==> src/rtl/csdm_pkg.sv <==
package csdm_pkg;

    localparam int MAX_CW = 32;

    typedef logic [MAX_CW:0] digit_mask_t;

    typedef struct packed {
        digit_mask_t plus;
        digit_mask_t minus;
    } csd_code_t;

    // Recode an unsigned coefficient into non-adjacent signed digits.
    // An odd remainder of 3 (mod 4) takes a -1 digit, 1 (mod 4) a +1 digit.
    function automatic csd_code_t csd_recode(input logic [MAX_CW-1:0] coef);
        logic [MAX_CW+1:0] rem;
        csd_code_t code;
        rem = {2'b00, coef};
        code.plus = '0;
        code.minus = '0;
        for (int i = 0; i <= MAX_CW; i++) begin
            if (rem[0]) begin
                if (rem[1]) begin
                    code.minus[i] = 1'b1;
                    rem = rem + 1'b1;
                end else begin
                    code.plus[i] = 1'b1;
                    rem = rem - 1'b1;
                end
            end
            rem = rem >> 1;
        end
        return code;
    endfunction

endpackage

==> src/rtl/csdm_term.sv <==
module csdm_term #(
    parameter int PW    = 17,
    parameter int SHIFT = 0,
    parameter int DIGIT = 0
) (
    input  logic [PW-1:0] ext_in,
    output logic [PW-1:0] term
);
    logic [PW-1:0] shifted;
    assign shifted = ext_in << SHIFT;

    generate
        if (DIGIT > 0) begin : g_plus
            assign term = shifted;
        end else if (DIGIT < 0) begin : g_minus
            assign term = '0 - shifted;
        end else begin : g_zero
            assign term = '0;
            logic unused_bits;
            assign unused_bits = ^shifted;
        end
    endgenerate
endmodule

==> src/rtl/csdm_tree.sv <==
module csdm_tree #(
    parameter int PW = 17,
    parameter int NT = 9
) (
    input  logic [NT*PW-1:0] terms,
    output logic [PW-1:0]    total
);
    localparam int LVLS = (NT > 1) ? $clog2(NT) : 1;
    localparam int NP   = 1 << LVLS;

    logic [PW-1:0] node [1:2*NP-1];

    generate
        for (genvar i = 0; i < NP; i++) begin : g_leaf
            if (i < NT) begin : g_used
                assign node[NP+i] = terms[i*PW +: PW];
            end else begin : g_pad
                assign node[NP+i] = '0;
            end
        end
        for (genvar k = 1; k < NP; k++) begin : g_node
            assign node[k] = node[2*k] + node[2*k+1];
        end
    endgenerate

    assign total = node[1];
endmodule

==> src/rtl/csdm_outstage.sv <==
module csdm_outstage #(
    parameter int PW      = 17,
    parameter bit OUT_REG = 1'b1
) (
    input  logic          clk,
    input  logic          rst_n,
    input  logic          in_valid,
    input  logic [PW-1:0] sum_in,
    output logic          out_valid,
    output logic [PW-1:0] out_product
);
    typedef enum logic {ST_IDLE = 1'b0, ST_EMIT = 1'b1} ostate_t;

    generate
        if (OUT_REG) begin : g_reg
            ostate_t       state_q, state_d;
            logic [PW-1:0] prod_q;

            always_comb begin
                unique case (state_q)
                    ST_IDLE: state_d = in_valid ? ST_EMIT : ST_IDLE;
                    ST_EMIT: state_d = in_valid ? ST_EMIT : ST_IDLE;
                    default: state_d = ST_IDLE;
                endcase
            end

            always_ff @(posedge clk or negedge rst_n) begin
                if (!rst_n) begin
                    state_q <= ST_IDLE;
                end else begin
                    state_q <= state_d;
                end
            end

            always_ff @(posedge clk or negedge rst_n) begin
                if (!rst_n) begin
                    prod_q <= '0;
                end else if (in_valid) begin
                    prod_q <= sum_in;
                end
            end

            assign out_valid   = (state_q == ST_EMIT);
            assign out_product = prod_q;
        end else begin : g_comb
            logic unused_clk;
            assign unused_clk  = clk ^ rst_n;
            assign out_valid   = in_valid;
            assign out_product = sum_in;
        end
    endgenerate
endmodule

==> src/rtl/csdm_mult.sv <==
module csdm_mult #(
    parameter int                DATA_W    = 8,
    parameter int                COEF_W    = 8,
    parameter logic [COEF_W-1:0] COEF      = 8'b0110_1111,
    parameter bit                SIGNED_IN = 1'b1,
    parameter bit                OUT_REG   = 1'b1
) (
    input  logic                       clk,
    input  logic                       rst_n,
    input  logic                       in_valid,
    input  logic [DATA_W-1:0]          in_data,
    output logic                       out_valid,
    output logic [DATA_W+COEF_W:0]     out_product
);
    import csdm_pkg::*;

    localparam int PW = DATA_W + COEF_W + 1;
    localparam int ND = COEF_W + 1;
    localparam csd_code_t CODE = csd_recode(MAX_CW'(COEF));

    logic [PW-1:0]    ext_in;
    logic [ND*PW-1:0] terms;
    logic [PW-1:0]    sum;

    generate
        if (SIGNED_IN) begin : g_sext
            assign ext_in = {{(PW-DATA_W){in_data[DATA_W-1]}}, in_data};
        end else begin : g_zext
            assign ext_in = {{(PW-DATA_W){1'b0}}, in_data};
        end

        for (genvar i = 0; i < ND; i++) begin : g_digit
            localparam int DG = CODE.plus[i] ? 1 : (CODE.minus[i] ? -1 : 0);
            csdm_term #(.PW(PW), .SHIFT(i), .DIGIT(DG)) i_term (
                .ext_in (ext_in),
                .term   (terms[i*PW +: PW])
            );
        end
    endgenerate

    csdm_tree #(.PW(PW), .NT(ND)) i_tree (
        .terms (terms),
        .total (sum)
    );

    csdm_outstage #(.PW(PW), .OUT_REG(OUT_REG)) i_out (
        .clk         (clk),
        .rst_n       (rst_n),
        .in_valid    (in_valid),
        .sum_in      (sum),
        .out_valid   (out_valid),
        .out_product (out_product)
    );
endmodule

==> config.mk <==
export PLATFORM = sky130hd
export DESIGN_NAME = csdm_mult
export DESIGN_NICKNAME = d
export VERILOG_FILES = /design/src/rtl/csdm_pkg.sv /design/src/rtl/csdm_term.sv /design/src/rtl/csdm_tree.sv /design/src/rtl/csdm_outstage.sv /design/src/rtl/csdm_mult.sv
export SDC_FILE = /design/constraint.sdc
export NUM_CORES = 1
export LEC_CHECK = 0
export ABC_AREA = 1
export ABC_CLOCK_PERIOD_IN_PS = 1300
export BUFFER_PORTS_ARGS = -buffer_cell sky130_fd_sc_hd__buf_2
export CAP_MARGIN = 25
export CORE_MARGIN = 2
export CORE_UTILIZATION = 55
export CTS_CLUSTER_SIZE = 40
export DETAILED_ROUTE_END_ITERATION = 6
export MAX_ROUTING_LAYER = met4
export PLACE_DENSITY = 0.74
export REMOVE_ABC_BUFFERS = 1
export SLEW_MARGIN = 20
export SYNTH_ARGS = -nofsm -noshare
export SYNTH_HDL_FRONTEND = slang
export SYNTH_HIERARCHICAL = 1
export SYNTH_SLANG_ARGS = --single-unit
==> constraint.sdc <==
create_clock -name clk -period 1.3 [get_ports clk]
set_input_delay 0.39 -clock clk [delete_from_list [all_inputs] [get_ports clk]]
set_output_delay 0.39 -clock clk [all_outputs]
set_load 0.05 [all_outputs]
==> impl_metrics.env <==
export IMPL_grtUsageMet3_pct=1.73
export IMPL_grt_max_degree=19
export IMPL_gp_congestion=0.895
export IMPL_ys_flop_type="dfrtp_1"
export IMPL_ys_top_cells_by_count="186 x inv_1, 145 x nand2_1, 125 x buf_4"
export IMPL_num_fill_cells=766
export IMPL_gr_max_usage_layer="met2"
export IMPL_crit_arrival_ps=4340
export IMPL_period_share_pct=322
export IMPL_cp_required_ps=1450
export IMPL_hold_buffers=0
export IMPL_seqCellArea_um2=450
export IMPL_setup_ws_ps=-2890
export IMPL_yosysSeqAreaShare_pct=7.43
export IMPL_synth_seq_cells=18
export IMPL_die_height_um=109
export IMPL_grtUsageTotal_pct=22.4
export IMPL_portBuffers=28
export IMPL_synth_cell_types=41
export IMPL_status="complete, but fails checks"
export IMPL_rsz0062_at_grt="true"
export IMPL_min_path_type="in2async"
export IMPL_viasPerCell=4.32
export IMPL_period_needed_ps=4190
export IMPL_synth_top_cell_by_area="fa_1"
export IMPL_clock_root_buffer="clkbuf_8"
export IMPL_skew_ps=0
export IMPL_start_util_pct=56.2
export IMPL_cts_sinks=18
export IMPL_finalSetupViolCount=17
export IMPL_vias=4325
export IMPL_synth_area_top_cells="fa_1 36%, buf_4 15%, inv_1 12%, nand2_1 9.0%, dfrtp_1 7.4%"
export IMPL_area_delta_synth_final_pct=22.6
export IMPL_max_stage_delay_ps=560
export IMPL_hpwlAfterDp_mm=8.74
export IMPL_drt_pass1_iterations=4
export IMPL_crit_path_frequent_cell="nand2_2"
export IMPL_fmax_mhz=239
export IMPL_synth_warnings=6
export IMPL_avgSynthCellArea_um2=8.00
export IMPL_grt_use_met2_pct=44.9
export IMPL_netlist_area_um2=6060
export IMPL_cts_path_max_buffers=2
export IMPL_grt_first_pass_wirelength_mm=20.3
export IMPL_yosys_area_top_type_share_pct=35.7
export IMPL_use_met1_pct=23.1
export IMPL_wirelength_mm=11.9
export IMPL_finalMaxSlewViolations=0
export IMPL_initialDrtViolationCount=145
export IMPL_dieArea_um2=11900
export IMPL_diodes=0
export IMPL_cts_htree_levels=1
export IMPL_die_w_um=109
export IMPL_grt_pass1_vias=4748
export IMPL_cts_buffers=3
export IMPL_coreArea_um2=10800
export IMPL_worst_path_max_fanout=17
export IMPL_drc=0
export IMPL_postSynthCellCount=758
export IMPL_placementRows=38
export IMPL_hold_viol=0
export IMPL_whs_ps=52.0
export IMPL_drive_above_1_share_pct=33.4
export IMPL_synth_edf_count=0
export IMPL_cts_tree="done"
export IMPL_drv_cap=0
export IMPL_clk_insertion_delay_late_ps=250
export IMPL_worst_setup_path_start_kind="input port"
export IMPL_clk_pin_slew_worst_paths_ps=70
export IMPL_violations="setup timing"
export IMPL_setup_tns_ps=-38330
export IMPL_critical_path_class="in2reg"
export IMPL_layout_nets=1000
export IMPL_antenna_found_initial=0
export IMPL_grt_ovfl_total=0
export IMPL_routedWlPerCell_um=11.9
export IMPL_multiInputGateArea_um2=5000
export IMPL_cp_slowest_cell="fa_1"
export IMPL_io_pins=29
export IMPL_ant_nets=0
export IMPL_async_flop_share_pct=100
export IMPL_synth_most_common_cell="inv_1"
export IMPL_endpoint_kind="register"
export IMPL_cp_cell_sequence="buf_12, buf_4, nor2_4, nand2_2, nor2_2, nand2_2, nand2_2, nand2_2, fa_1, fa_1, inv_2, fa_2, fa_1, inv_2, ha_4, inv_2, nor3_2, nand4_1, nor2_2, nor2_2, nand3_1, nand2_1, nand2_1, nand2_1"
[worst max-delay path, delay by kind of cell]
family | cells | cell delay (ps)
fa+ha+maj | 5 | 2270
simple gates | 14 | 1240
buf+inv | 5 | 430
[timing repair]
action,4_1_cts,5_1_grt
gates resized for setup,159,66
pin swaps,133,61
buffers inserted,25,8
gates cloned,0,0
setup endpoints to repair,17,22
[worst paths after layout]
path | depth (start not counted) | start | slack [ps] | end
worst max-delay path | 24 | in_data[7] | -2890 | i_out/out_product[16]
worst min-delay path | 1 | rst_n | 50 | i_out/out_product[7]
worst max register to register | 2 | i_out/out_product[10] | 690 | i_out/out_product[10]
worst min register to register | 2 | i_out/out_product[14] | 470 | i_out/out_product[14]
max in group asynchronous | 1 | rst_n | 970 | i_out/out_product[11]
min in group clk | 2 | i_out/out_product[14] | 470 | i_out/out_product[14]
[area by class of cell]
cell class                      count  share of cell area (%)
Clock buffer                        4                   0.741
Inverter                          188                    9.73
Multi-Input combinational cell    529                    67.2
Sequential cell                    18                    6.06
Tap cell                          140                    2.36
Timing Repair Buffer              122                    13.9
[placed cells by master, fill, tap and decap left out, types with 3 or more instances in the layout]
cell      netlist  routed
a21oi_2         3       3
conb_1          8     113
xor2_1         15      12
a21oi_4         0       5
xnor2_1        18      10
nand3_1        21      16
nand2_1       145     122
buf_4         125      75
fa_2            0       4
inv_1         186     145
nor2_4          4      20
nand2_4         1       8
buf_12          0       5
ha_4            0      15
clkbuf_4        0       5
buf_6           1      20
nand3_2         0       5
nor2_2          8      11
xnor2_2         0       6
fa_1          108     104
clkbuf_8        1       4
inv_2           1      39
dfrtp_1        18      18
nor2_1         32      13
nand2_2         9      24
ha_1           19       4
buf_2           0      15
[cells by family after synthesis]
kind of cell,Yosys count,synth area share (%)
AOI/OAI and AO/OA,24,2.77
xor gates and xnor gates,33,4.77
adders and majority gates,127,39.6
buffers and inverters,316,27.9
DFF,18,7.43
other,8,0.495
and+or+nand+nor,232,17.0
[per-stage QoR]
stage	cells	setup slack, ps	area, um2	util, %
3_3_place_gp	964	-3380	6250	57.9
2_1_floorplan	735	-3100	5480	-
5_1_grt	1001	-3150	7430	68.9
3_5_place_dp	964	-3420	6250	57.9
6_report	1001	-2890	7430	68.9
4_1_cts	993	-2800	7120	65.9
[flip-flops by register name (all words and copies together) (netlist names)]
register,cells
i_out/out_valid,1
i_out/out_product,17
[metal layers]
metal  part of all wire [%]  wire length, um
met1                     36             4300
met4                    2.8              334
met3                    1.9              222
met2                     59             7080
met5                      0                0
Power is not shown: default switching activity piles up to over one toggle a cycle in this logic, so the estimate is an artifact.
